**config.mk**
```make
export PLATFORM = sky130hd
export DESIGN_NAME = gu_issue_group
export DESIGN_NICKNAME = d
export VERILOG_FILES = /design/src/rtl/gu_pkg.sv /design/src/rtl/gu_sb_lookup.sv /design/src/rtl/gu_slot_hazard.sv /design/src/rtl/gu_prefix.sv /design/src/rtl/gu_issue_group.sv
export SDC_FILE = /design/constraint.sdc
export NUM_CORES = 1
export LEC_CHECK = 0
export BUFFER_PORTS_ARGS = -buffer_cell sky130_fd_sc_hd__buf_2
export CAP_MARGIN = 20
export CORE_MARGIN = 4
export CORE_UTILIZATION = 58
export CTS_BUF_LIST = sky130_fd_sc_hd__clkbuf_4
export DETAILED_ROUTE_END_ITERATION = 10
export PLACE_DENSITY = 0.88
export SLEW_MARGIN = 20
export SYNTH_ARGS = -nofsm -noshare
export SYNTH_HDL_FRONTEND = slang
export SYNTH_SLANG_ARGS = --single-unit
```
**constraint.sdc**
```tcl
create_clock -name clk -period 1.1 [get_ports clk]
set_clock_uncertainty 0.1 [all_clocks]
set_input_delay 0.11 -clock clk [delete_from_list [all_inputs] [get_ports clk]]
set_output_delay 0.11 -clock clk [all_outputs]
set_load 0.02 [all_outputs]
```
**src/rtl/gu_pkg.sv**
```systemverilog
package gu_pkg;

  localparam int REG_W = 5;

  // A register number matches only when nonzero and equal.
  function automatic logic reg_match(input logic [REG_W-1:0] src,
                                     input logic [REG_W-1:0] dst);
    return (src != '0) && (src == dst);
  endfunction

  // True when adding one more FP/graphics op still fits the limit.
  function automatic logic fpg_fits(input int unsigned used,
                                    input logic          is_fpg,
                                    input int unsigned   limit);
    return (used + (is_fpg ? 1 : 0)) <= limit;
  endfunction

endpackage

```
**src/rtl/gu_sb_lookup.sv**
```systemverilog
module gu_sb_lookup #(
  parameter int NSB = 3,
  parameter int RW  = gu_pkg::REG_W,
  parameter int SW  = $clog2(NSB + 1)
) (
  input  logic [RW-1:0]     src,
  input  logic [NSB-1:0]    sb_vld,
  input  logic [NSB*RW-1:0] sb_rd,
  input  logic [NSB-1:0]    sb_rdy,
  output logic              hit,
  output logic              hit_rdy,
  output logic [SW-1:0]     sel
);
  import gu_pkg::*;

  // Walk from oldest to youngest so the youngest match wins.
  always_comb begin
    hit     = 1'b0;
    hit_rdy = 1'b0;
    sel     = '0;
    for (int k = NSB - 1; k >= 0; k--) begin
      if (sb_vld[k] && reg_match(src, sb_rd[k*RW +: RW])) begin
        hit     = 1'b1;
        hit_rdy = sb_rdy[k];
        sel     = SW'(k + 1);
      end
    end
  end

endmodule

```
**src/rtl/gu_slot_hazard.sv**
```systemverilog
module gu_slot_hazard #(
  parameter int SLOT  = 0,
  parameter int NSLOT = 4,
  parameter int NSB   = 3,
  parameter int RW    = gu_pkg::REG_W,
  parameter int SW    = $clog2(NSB + 1)
) (
  input  logic [RW-1:0]       rs1,
  input  logic [RW-1:0]       rs2,
  input  logic [NSLOT*RW-1:0] all_rd,
  input  logic [NSLOT-1:0]    all_wr,
  input  logic [NSB-1:0]      sb_vld,
  input  logic [NSB*RW-1:0]   sb_rd,
  input  logic [NSB-1:0]      sb_rdy,
  output logic                dep_hold,
  output logic                sb_hold,
  output logic [SW-1:0]       sel_a,
  output logic [SW-1:0]       sel_b
);
  import gu_pkg::*;

  logic hit_a, rdy_a, hit_b, rdy_b;

  gu_sb_lookup #(.NSB(NSB), .RW(RW), .SW(SW)) look_a_i (
    .src(rs1), .sb_vld(sb_vld), .sb_rd(sb_rd), .sb_rdy(sb_rdy),
    .hit(hit_a), .hit_rdy(rdy_a), .sel(sel_a)
  );

  gu_sb_lookup #(.NSB(NSB), .RW(RW), .SW(SW)) look_b_i (
    .src(rs2), .sb_vld(sb_vld), .sb_rd(sb_rd), .sb_rdy(sb_rdy),
    .hit(hit_b), .hit_rdy(rdy_b), .sel(sel_b)
  );

  assign sb_hold = (hit_a && !rdy_a) || (hit_b && !rdy_b);

  // Older writers in the same group cannot be forwarded in time.
  always_comb begin
    dep_hold = 1'b0;
    for (int j = 0; j < NSLOT; j++) begin
      if (j < SLOT && all_wr[j] &&
          (reg_match(rs1, all_rd[j*RW +: RW]) ||
           reg_match(rs2, all_rd[j*RW +: RW])))
        dep_hold = 1'b1;
    end
  end

endmodule

```
**src/rtl/gu_prefix.sv**
```systemverilog
module gu_prefix #(
  parameter int NSLOT   = 4,
  parameter int MAX_FPG = 2,
  parameter int CW      = $clog2(NSLOT + 1)
) (
  input  logic [NSLOT-1:0] vld,
  input  logic [NSLOT-1:0] fpg,
  input  logic [NSLOT-1:0] blk,
  output logic [NSLOT-1:0] mask,
  output logic [CW-1:0]    cnt,
  output logic [NSLOT-1:0] fpg_cut
);
  import gu_pkg::*;

  always_comb begin
    logic        open;
    int unsigned used;
    open    = 1'b1;
    used    = 0;
    mask    = '0;
    fpg_cut = '0;
    cnt     = '0;
    for (int i = 0; i < NSLOT; i++) begin
      fpg_cut[i] = !fpg_fits(used, fpg[i], MAX_FPG);
      if (open && vld[i] && !blk[i] && !fpg_cut[i]) begin
        mask[i] = 1'b1;
        cnt     = cnt + 1'b1;
        used    = used + (fpg[i] ? 1 : 0);
      end else begin
        open = 1'b0;
      end
    end
  end

endmodule

```
**src/rtl/gu_issue_group.sv**
```systemverilog
module gu_issue_group #(
  parameter int NSLOT   = 4,
  parameter int NSB     = 3,
  parameter int RW      = gu_pkg::REG_W,
  parameter int MAX_FPG = 2,
  localparam int CW     = $clog2(NSLOT + 1),
  localparam int SW     = $clog2(NSB + 1)
) (
  input  logic                clk,
  input  logic                rst_n,
  input  logic                stall_in,
  input  logic [NSLOT-1:0]    cand_vld,
  input  logic [NSLOT-1:0]    cand_fpg,
  input  logic [NSLOT*RW-1:0] cand_rs1,
  input  logic [NSLOT*RW-1:0] cand_rs2,
  input  logic [NSLOT*RW-1:0] cand_rd,
  input  logic [NSLOT-1:0]    cand_wr,
  input  logic [NSB-1:0]      sb_vld,
  input  logic [NSB*RW-1:0]   sb_rd,
  input  logic [NSB-1:0]      sb_rdy,
  output logic [CW-1:0]       issue_cnt,
  output logic [NSLOT-1:0]    route_int,
  output logic [NSLOT-1:0]    route_fpg,
  output logic [NSLOT*SW-1:0] byp_sel_a,
  output logic [NSLOT*SW-1:0] byp_sel_b
);

  // Named internal events
  logic [NSLOT-1:0]    dep_hold_w;
  logic [NSLOT-1:0]    sb_hold_w;
  logic [NSLOT-1:0]    blk_w;
  logic [NSLOT-1:0]    fpg_cut_w;
  logic [NSLOT-1:0]    grp_mask_w;
  logic [CW-1:0]       grp_cnt_w;
  logic [NSLOT*SW-1:0] raw_sel_a_w;
  logic [NSLOT*SW-1:0] raw_sel_b_w;

  for (genvar i = 0; i < NSLOT; i++) begin : g_slot
    gu_slot_hazard #(
      .SLOT(i), .NSLOT(NSLOT), .NSB(NSB), .RW(RW), .SW(SW)
    ) hz_i (
      .rs1     (cand_rs1[i*RW +: RW]),
      .rs2     (cand_rs2[i*RW +: RW]),
      .all_rd  (cand_rd),
      .all_wr  (cand_wr),
      .sb_vld  (sb_vld),
      .sb_rd   (sb_rd),
      .sb_rdy  (sb_rdy),
      .dep_hold(dep_hold_w[i]),
      .sb_hold (sb_hold_w[i]),
      .sel_a   (raw_sel_a_w[i*SW +: SW]),
      .sel_b   (raw_sel_b_w[i*SW +: SW])
    );
    assign blk_w[i] = dep_hold_w[i] | sb_hold_w[i];
  end

  gu_prefix #(.NSLOT(NSLOT), .MAX_FPG(MAX_FPG), .CW(CW)) pfx_i (
    .vld    (cand_vld),
    .fpg    (cand_fpg),
    .blk    (blk_w),
    .mask   (grp_mask_w),
    .cnt    (grp_cnt_w),
    .fpg_cut(fpg_cut_w)
  );

  logic [CW-1:0]       cnt_d;
  logic [NSLOT-1:0]    rint_d, rfpg_d;
  logic [NSLOT*SW-1:0] sela_d, selb_d;

  always_comb begin
    cnt_d  = '0;
    rint_d = '0;
    rfpg_d = '0;
    sela_d = '0;
    selb_d = '0;
    if (!stall_in) begin
      cnt_d  = grp_cnt_w;
      rint_d = grp_mask_w & ~cand_fpg;
      rfpg_d = grp_mask_w &  cand_fpg;
      for (int i = 0; i < NSLOT; i++) begin
        if (grp_mask_w[i]) begin
          sela_d[i*SW +: SW] = raw_sel_a_w[i*SW +: SW];
          selb_d[i*SW +: SW] = raw_sel_b_w[i*SW +: SW];
        end
      end
    end
  end

  always_ff @(posedge clk or negedge rst_n) begin
    if (!rst_n) begin
      issue_cnt <= '0;
      route_int <= '0;
      route_fpg <= '0;
      byp_sel_a <= '0;
      byp_sel_b <= '0;
    end else begin
      issue_cnt <= cnt_d;
      route_int <= rint_d;
      route_fpg <= rfpg_d;
      byp_sel_a <= sela_d;
      byp_sel_b <= selb_d;
    end
  end

endmodule

```
==> impl_metrics.toml, run 1 <==
[grt]
grt_start_max_net_pins = 28
track_usage_pct = 62.0
grt_overflow_total = 18

[yosys]
yosysTopAreaCell = "xnor2_1"
ys_seq_elements = 27
yosysUniqueCellTypes = 53
synthesis.nets = 596
syn_area_sq_um = 3990
synth.top_cell.area_share_pct = 24.8
seq_area_frac_synth_pct = 16.9
syn_inst = 491
syn_area_per_cell_sq_um = 8.13
ys_warn_count = 0
synth_top_cells_by_area = "xnor2_1, dfrtp_1, xor2_1, nor4_1, buf_2"

[place]
io_buffers = 116
dpl.hpwl_microns = 13100
place_ws_ns = -5.08
place.gp.congestion = 1.11

[die]
num_io_pins = 123
die_h_microns = 90.9
row_count = 29
initial_core_util_pct = 61.1
chipWidth_microns = 90.9

[outcome]
status = "stopped before the end"
lastStage = "5_1_grt"
error_line = "[ERROR GRT-0232] Routing congestion too high. Check the congestion heatmap in the GUI."

[clock_tree]
cts_made_buffers = 3
htree_num_levels = 1
clock-sinks = 27
cts_root_buffer = "clkbuf_4"
cts.path.max_buffers = 2

[sta]
grt_repair_worst_endpoint = "byp_sel_a[7]$_DFF_PN0_/D"
worst_endpoint_kind = "sequential cell input"
[synth_stat cells (all sizes together)]
cell type	n
a211oi	4
a21boi	1
a21o	2
a21oi	8
a22oi	1
a31o	2
a31oi	4
a32oi	1
a41oi	1
and2	2
and3	3
and4bb	1
buf	42
clkbuf	14
dfrtp	27
ha	9
inv	13
mux2	2
mux2i	1
nand2	21
nand2b	2
nand3	15
nand3b	1
nand4	23
nor2	31
nor3	8
nor4	29
o2111ai	3
o211ai	2
o21ai	11
o31ai	3
o32ai	1
or2	2
or3	3
or3b	1
or4	15
or4b	1
xnor2	113
xor2	68
[per-layer routing]
| metal | global-route usage [%] | overflow |
|---|---|---|
| met3 | 41.2 | 0 |
| met2 | 84.2 | 10 |
| met5 | 4.17 | 0 |
| met1 | 60.1 | 0 |
| met4 | 64.7 | 8 |
[kinds of logic after synthesis]
kind of cell	count (synthesis)	synth area share (%)
xor+xnor	181	39.7
simple gates	158	23.6
buf+inv	69	8.53
compound gates	44	7.34
flops	27	16.9
fa+ha+maj	9	2.82
mux	3	1.00
[stage by stage]
stage / area, sq um / std cells / hold WS (ns)
after CTS: 6010 / 802 / -0.136
after floorplan: 4080 / 491 / -0.286
after global placement: 5560 / 774 / 0.0159
after detailed placement: 5560 / 774 / 0.0296
[timing repair]
action                                  4_1_cts
buffers inserted                             22
gates resized for setup                      47
endpoints found under the setup margin       27
pin swaps                                    19
hold buffers                                  6
endpoints found under the hold margin        35
==> inputs of run 2 (changes only) <==
- CORE_UTILIZATION: 58 -> 40
- CTS_BUF_LIST: sky130_fd_sc_hd__clkbuf_4 -> not set
- PLACE_DENSITY: 0.88 -> not set
- PLACE_DENSITY_LB_ADDON: not set -> 0.15
==> run 2 against run 1 <==
Compared with the run above: the flow now finishes, with violations (negative setup slack); synthesized area unchanged; synthesized cell count unchanged.
==> impl_metrics.toml, run 2 <==
[outcome]
status = "finished with violations"
failed_checks = "negative setup slack"

[clock_tree]
clock-sinks = 27
htree_num_levels = 1
path_clk_slew_ns = 0.09
cts_root_buffer = "clkbuf_8"
cts_made_buffers = 3
cts.path.max_buffers = 2
tritoncts = "built"

[die]
initial_core_util_pct = 41.0
dieArea_sq_um = 11600
chipWidth_microns = 108
row_count = 36
die_h_microns = 108
num_io_pins = 123
core-area_sq_um = 9730

[grt]
grt_start_max_net_pins = 28
grt_pass1_wl_microns = 22300
antenna_found_initial = 0
track_usage_pct = 23.9
grt_pass1_vias = 4507
grt_overflow_total = 0

[sta]
finalHoldViolations = 0
setup_viol = 27
rsz0062_at_grt = "yes"
period_minus_slack_ns = 5.63
fin_setup_tns_ns = -77.19
slew_headroom_pct = 59.4
worst_slack_ns = -4.53
slew_violations = 0
maxClockFrequency_ghz = 0.178
worst_slew_pin_slew_ns = 0.604
finalCritPeriodShare_pct = 512

[cells_and_area]
seq_area_sq_um = 676
drive_gt1_share_pct = 48.0
fill_cells = 863
finalNetCount = 829
n_antenna_cell = 0
postLayoutCoreUtil_pct = 63.4
multiInputGateArea_sq_um = 3330
final_cell_mix = "buf_4, buf_2, xnor2_1"
mostFrequentLayoutCell = "buf_4"
syn_to_final_growth_pct = 54.7
top_regs = "byp_sel_a (8), byp_sel_b (8)"

[critical_path]
cp-start-kind = "primary input"
criticalPathCategory = "in2reg"
cp_slowest_cell = "or4b_4"
crit_top_cell = "ha_4"
path_max_fanout = 4
worstPathArrival_ns = 5.72
end_kind = "flip-flop"
critPathMaxStageDelay_ns = 0.56
required_ns = 1.19

[yosys]
synth_edf_count = 0
yosysTopAreaCell = "xnor2_1"
post-synth-top-count-cell = "xnor2_1"
ys_seq_elements = 27
yosysUniqueCellTypes = 53
syn_area_per_cell_sq_um = 8.13
synth_common_cells = "xnor2_1, xor2_1, buf_2, dfrtp_1"
ys_warn_count = 0
synth_top_cells_by_area = "xnor2_1, dfrtp_1, xor2_1, nor4_1, buf_2"
synth.top_cell.area_share_pct = 24.8
syn_inst = 491
synthesis.nets = 596
syn_area_sq_um = 3990
synthFlopType = "dfrtp_1"
async_reset_ff_share_pct = 100
seq_area_frac_synth_pct = 16.9

[place]
place.gp.congestion = 0.937
dpl.hpwl_microns = 11700
io_buffers = 116

[routing]
drc = 0
initialDrtViolationCount = 145
wl_microns = 14100
antenna_left = 0
num_vias = 4329
drt-wirelength-per-cell_microns = 16.4
vias_per_cell = 5.06
first_pass_iters = 4

[power]
ir_worst_vdd_uv = 385
sw_frac_of_total_pct = 36.1
p_comb_share_pct = 57.3
clockPowerShare_pct = 14.8
powerDensity_nw_per_um2 = 587
leakagePower_nw = 2.69
internal_power_w = 0.00232
power_w = 0.00362
seqPwrFrac_pct = 27.9
switchingPower_w = 0.00131

[run]
maxCapViolCount = 0

[worst_hold_path]
hold_class = "in2reg"
[run 2: final cells by class]
class                      instances  share of cell area [%]
inverter                          13                   0.791
multi-input combinational        395                    53.9
clock buffer                       3                   0.669
sequential                        27                    10.9
clock inverter                     1                  0.0811
tap                              133                    2.70
timing repair buffer             284                    30.9
[run 2: metal layers]
| metal | global-route usage (%) | wire length, microns | up-vias |
|---|---|---|---|
| met5 | 0 | 0 | - |
| met4 | 7.03 | 253 | 0 |
| met3 | 2.04 | 1040 | 20 |
| met2 | 41.2 | 6830 | 158 |
| met1 | 31.7 | 5950 | 2017 |
| li1 | - | - | 2134 |
[run 2: critical path: cells and delay by family]
kind / cells / cell delay, ns
AOI/OAI and AO/OA: 8 / 0.96
adders and majority gates: 4 / 0.84
buffers and inverters: 2 / 0.25
muxes: 1 / 0.33
and+or+nand+nor: 15 / 3.23
[run 2: kinds of logic after synthesis]
| group | count (synthesis) | synth area share (%) |
|---|---|---|
| and+or+nand+nor | 158 | 23.6 |
| xor gates and xnor gates | 181 | 39.7 |
| adders and majority gates | 9 | 2.82 |
| muxes | 3 | 1.00 |
| buffers and inverters | 69 | 8.53 |
| DFF | 27 | 16.9 |
| AOI/OAI and AO/OA | 44 | 7.34 |
[run 2: final timing paths]
check,startpoint,end,cells after the start,slack (ns)
setup / recovery,cand_rs1[1],issue_cnt[1],30,-4.53
min in group asynchronous,rst_n,byp_sel_a[0],3,0.26
hold / removal,cand_fpg[3],route_fpg[3],3,0.01
max in group asynchronous,rst_n,route_fpg[1],3,0.40
[run 2: power by group through the flow]
stage	registers [W]	clock network [W]	logic, W
after floorplan	0.00105	0	0.00109
after global placement	0.00103	0	0.00183
after detailed placement	0.00103	0	0.00189
after CTS	0.00101	0.000560	0.00198
after global routing	0.00101	0.000608	0.00225
final	0.00101	0.000537	0.00208
[run 2: per-stage QoR]
step           setup slack, ns  cells  cell area (sq um)  hold WS [ns]
3_5_place_dp             -4.82    835               5680        0.0150
6_report                 -4.53    856               6170        0.0134
5_1_grt                  -4.82    856               6170        0.0268
2_1_floorplan            -4.60    491               4080        -0.286
3_3_place_gp             -4.66    835               5680        0.0119
4_1_cts                  -4.49    854               5970      0.000351
[run 2: timing repair]
action,CTS,global route
endpoints found under the setup margin,27,27
resized for setup,28,36
pin swaps,15,13
setup buffers,13,7
hold buffers,4,0
endpoints found under the hold margin,30,0
(Power assumes the default switching activity.)
==> inputs of run 3 (changes only) <==
- CORE_ASPECT_RATIO: not set -> 1.75
- SYNTH_HIERARCHICAL: not set -> 1
==> run 3 against run 2 <==
Compared with the run above: the flow still finishes with violations (negative setup slack); total power increased by 6.1%; global-route usage down 1.0 points; sequential power about the same; worst setup slack improved by 0.85 ns; fmax grew 18%; via count grew 5.1%; utilization shrank 0.92 points; sequential cell count is the same; die area is 8.0% higher; final cell count grew 4.1%; largest power group unchanged.
==> impl_metrics.toml, run 3 <==
[outcome]
status = "finished with violations"
failed_checks = "negative setup slack"

[grt]
grt_overflow_total = 0
grt_start_max_net_pins = 28
antenna_found_initial = 0
grt_pass1_vias = 4795
track_usage_pct = 22.9
grt_pass1_wl_microns = 23100

[routing]
vias_per_cell = 5.11
antenna_left = 0
first_pass_iters = 4
wl_microns = 14300
drc = 0
drt-wirelength-per-cell_microns = 16.1
initialDrtViolationCount = 110
num_vias = 4550

[place]
placed_area_sq_um = 6220
place_ws_ns = -3.92
dpl.hpwl_microns = 12500
io_buffers = 116
place.gp.congestion = 0.927
dp.cells = 881

[cells_and_area]
syn_to_final_growth_pct = 51.2
final_cell_mix = "xnor2_1, buf_4, buf_2"
fin_area_sq_um = 6520
stdcell_count = 891
n_antenna_cell = 0
top_regs = "byp_sel_a (8), byp_sel_b (8)"
mostFrequentLayoutCell = "xnor2_1"
finalNetCount = 869
drive_gt1_share_pct = 46.7
fill_cells = 950

[yosys]
ys_warn_count = 6
syn_area_per_cell_sq_um = 8.57
syn_inst = 503
syn_area_sq_um = 4310
synthesis.nets = 607

[sta]
worst_slack_ns = -3.68
period_minus_slack_ns = 4.78
finalHoldViolations = 0
rsz0062_at_grt = "yes"
finalCritPeriodShare_pct = 435
setup_viol = 27
slew_violations = 0
maxClockFrequency_ghz = 0.209

[power]
powerDensity_nw_per_um2 = 590
leakagePower_nw = 3.10
ir_worst_vdd_uv = 1200
power_w = 0.00385

[die]
initial_core_util_pct = 41.3
die_h_microns = 145
row_count = 49
core-area_sq_um = 10400
dieArea_sq_um = 12600
chipWidth_microns = 86.5
num_io_pins = 123

[critical_path]
path_delay_family = "simple AND/OR/NAND/NOR gates"
path_cells = "buf_8 > or4_4 > nor2_4 > nor3_4 > nand3b_4 > a31oi_4 > o22ai_2 > or2_4 > nor2b_4 > and2_4 > ha_4 > o221a_4 > ha_4 > ha_4 > nor3b_4 > o21ai_2 > mux2_4 > ha_4 > ha_4 > nand2_2 > nand3b_1 > or4_4 > a21oi_2 > nor2b_1"
worstPathArrival_ns = 4.88
path_buf_inv = 1
cp-start-kind = "primary input"
path_max_fanout = 5
critPathMaxStageDelay_ns = 0.57
cp_slowest_cell = "or4_4"
criticalPathCategory = "in2reg"
crit_top_cell = "ha_4"
required_ns = 1.20
end_kind = "flip-flop"

[worst_hold_path]
hold_path_end = "route_int[1]"
hold_depth = 3
hp-start = "cand_fpg[1]"
hold_class = "in2reg"

[clock_tree]
cts_root_buffer = "clkbuf_16"
tritoncts = "built"
cts.path.max_buffers = 2
clock-sinks = 27
htree_num_levels = 1
path_clk_slew_ns = 0.06
cts_made_buffers = 3

[run]
maxCapViolCount = 0
[run 3: what timing repair did]
item | CTS | global route
setup buffers | 1 | 2
endpoints found under the hold margin | 29 | 0
hold buffers | 3 | 0
endpoints found under the setup margin | 27 | 27
pin swaps | 15 | 10
gates resized for setup | 20 | 14
[run 3: worst min-delay path, delay by kind of cell]
kind	cells	cell delay, ns
buffers and inverters	2	0.22
AND/OR/NAND/NOR	1	0.03
[run 3: area by class of cell]
class	instances	area [sq um]	share of cell area [%]
Clock buffer	4	78.8	1.21
Inverter	28	105	1.61
Multi-Input combinational cell	445	3750	57.5
Sequential cell	27	676	10.4
Tap cell	127	159	2.44
Timing Repair Buffer	260	1750	26.8
[run 3: worst max-delay path by stage]
| stage | endpoint | start | cells after the start | slack, ns |
|---|---|---|---|---|
| detailed placement | issue_cnt[2] | cand_rs1[3] | 24 | -3.92 |
| finish | issue_cnt[2] | cand_rs2[0] | 24 | -3.68 |
| CTS | issue_cnt[2] | cand_rs1[2] | 24 | -3.59 |
| global route | issue_cnt[2] | cand_rs2[0] | 24 | -3.88 |
| global placement | issue_cnt[2] | cand_rs1[3] | 24 | -3.84 |
| floorplan | issue_cnt[2] | cand_rs1[3] | 23 | -3.89 |
[run 3: metal layers]
| layer | global-route usage [%] | vias to the layer above | share of wire (%) |
|---|---|---|---|
| li1 | - | 2266 | - |
| met1 | 22.9 | 2121 | 34 |
| met2 | 47.0 | 130 | 59 |
| met3 | 1.30 | 33 | 4.0 |
| met4 | 7.80 | 0 | 2.7 |
| met5 | 0 | - | 0 |
[run 3: stage by stage]
stage | utilization [%] | TNS (ns) | hold WS (ns)
2_1_floorplan | - | -64.28 | -0.286
3_3_place_gp | 59.7 | -68.40 | 0.0139
3_5_place_dp | 59.7 | -69.85 | 0.0172
4_1_cts | 61.7 | -61.28 | 0.0374
5_1_grt | 62.5 | -66.57 | 0.0411
6_report | 62.5 | -62.45 | 0.0420
[run 3: power by group]
part | internal (W) | total (W) | switching [W]
registers | 0.00100 | 0.00100 | 0.00000198
logic | 0.00105 | 0.00203 | 0.000985
clock network | 0.000496 | 0.000812 | 0.000316
total | 0.00254 | 0.00385 | 0.00130
==> inputs of run 4 (changes only) <==
- RECOVER_POWER: not set -> 50
==> run 4 against run 3 <==
Compared with the run above: the run still ends with negative setup slack left; global-route usage did not move; wire length did not move; non-clock buffer count did not move; sequential cell count unchanged; first-iteration DRC count stayed put; critical endpoint unchanged.
==> impl_metrics.toml, run 4 (synthesis results as in run 3) <==
[sta]
hold_ws_ns = 0.0420
setup_viol = 27
finalCritPeriodShare_pct = 435
fin_setup_tns_ns = -62.45
worst_slew_pin_slew_ns = 0.573
slew_violations = 0
period_minus_slack_ns = 4.78
worst_slack_ns = -3.68
slew_headroom_pct = 61.8
rsz0062_at_grt = "yes"
maxClockFrequency_ghz = 0.209
finalHoldViolations = 0

[cells_and_area]
finalNetCount = 869
top_regs = "byp_sel_a (8), byp_sel_b (8)"
n_antenna_cell = 0
syn_to_final_growth_pct = 51.1
mostFrequentLayoutCell = "xnor2_1"
final_cell_mix = "xnor2_1, buf_4, buf_2"
drive_gt1_share_pct = 46.7

[outcome]
failed_checks = "negative setup slack"
status = "finished with violations"

[routing]
drc = 0
antenna_left = 0
vias_per_cell = 5.11
wl_microns = 14300
first_pass_iters = 4
initialDrtViolationCount = 110
num_vias = 4550
drt-wirelength-per-cell_microns = 16.1

[worst_hold_path]
hold_class = "in2reg"

[run]
maxCapViolCount = 0

[grt]
grt_pass1_vias = 4795
antenna_found_initial = 0
grt_overflow_total = 0
track_usage_pct = 22.9
grt_pass1_wl_microns = 23100
grt_start_max_net_pins = 28

[power]
ir_worst_vdd_uv = 1200
powerDensity_nw_per_um2 = 590
leakagePower_nw = 3.10

[clock_tree]
cts.path.max_buffers = 2
htree_num_levels = 1
cts_root_buffer = "clkbuf_16"
clock-sinks = 27
cts_made_buffers = 3
path_clk_slew_ns = 0.06
tritoncts = "built"

[critical_path]
path_max_fanout = 5
end_kind = "flip-flop"
criticalPathCategory = "in2reg"
cp-start-kind = "primary input"
worstPathArrival_ns = 4.88
required_ns = 1.20

[die]
row_count = 49
die_h_microns = 145
num_io_pins = 123
initial_core_util_pct = 41.3
chipWidth_microns = 86.5
core-area_sq_um = 10400
dieArea_sq_um = 12600

[place]
place.gp.congestion = 0.927
dpl.hpwl_microns = 12500
io_buffers = 116
[run 4: cell types whose count changed in the layout (fill, tap and decap cells not counted)]
cell   change
buf_4      -1
buf_2      +1
[run 4: report_power, final]
group | internal, W | total, W | switching [W]
clock network | 0.000496 | 0.000812 | 0.000316
logic | 0.00104 | 0.00203 | 0.000985
registers | 0.00100 | 0.00100 | 0.00000198
[run 4: per-stage QoR]
stage	power [W]	std cells	utilization (%)	setup WS [ns]	cell area [sq um]
3_3_place_gp	0.00292	881	59.7	-3.84	6220
4_1_cts	0.00385	889	61.7	-3.59	6430
2_1_floorplan	0.00194	503	-	-3.89	4440
5_1_grt	0.00407	891	62.5	-3.88	6510
3_5_place_dp	0.00298	881	59.7	-3.92	6220
6_report	0.00384	891	62.5	-3.68	6510
[run 4: repair_timing]
action / 4_1_cts / 5_1_grt
hold buffers: 3 / 0
setup endpoints to repair: 27 / 27
gates resized for setup: 20 / 14
pin swaps: 15 / 10
endpoints found under the hold margin: 29 / 0
setup buffers: 1 / 2
[run 4: cell type report]
class,count,area (sq um)
fill,951,3910
multi-input combinational,445,3750
tap,127,159
timing repair buffer,260,1750
clock buffer,4,78.8
sequential,27,676
inverter,28,105
[run 4: metal layers]
layer / vias up / global-route usage (%) / routed length [microns]
met5: - / 0 / 0
li1: 2266 / - / -
met2: 130 / 47.0 / 8440
met4: 0 / 7.80 / 394
met3: 33 / 1.30 / 568
met1: 2121 / 22.9 / 4940
[run 4: worst max-delay path, stage by stage]
cell	delay, ns
buf_8	0.10
or4_4	0.55
nor2_4	0.16
nor3_4	0.07
nand3b_4	0.16
a31oi_4	0.19
o22ai_2	0.08
or2_4	0.24
nor2b_4	0.11
and2_4	0.15
ha_4	0.20
o221a_4	0.28
ha_4	0.17
ha_4	0.23
nor3b_4	0.14
o21ai_2	0.21
mux2_4	0.34
ha_4	0.17
ha_4	0.20
nand2_2	0.05
nand3b_1	0.14
or4_4	0.57
a21oi_2	0.12
nor2b_1	0.13
[run 4: worst paths after layout]
| kind | endpoint | slack [ns] | from | cells after the start |
|---|---|---|---|---|
| max in group asynchronous | route_int[0] | 0.16 | rst_n | 3 |
| worst max-delay path | issue_cnt[2] | -3.68 | cand_rs2[0] | 24 |
| min in group asynchronous | byp_sel_a[0] | 0.35 | rst_n | 3 |
| worst min-delay path | route_int[1] | 0.04 | cand_fpg[1] | 3 |
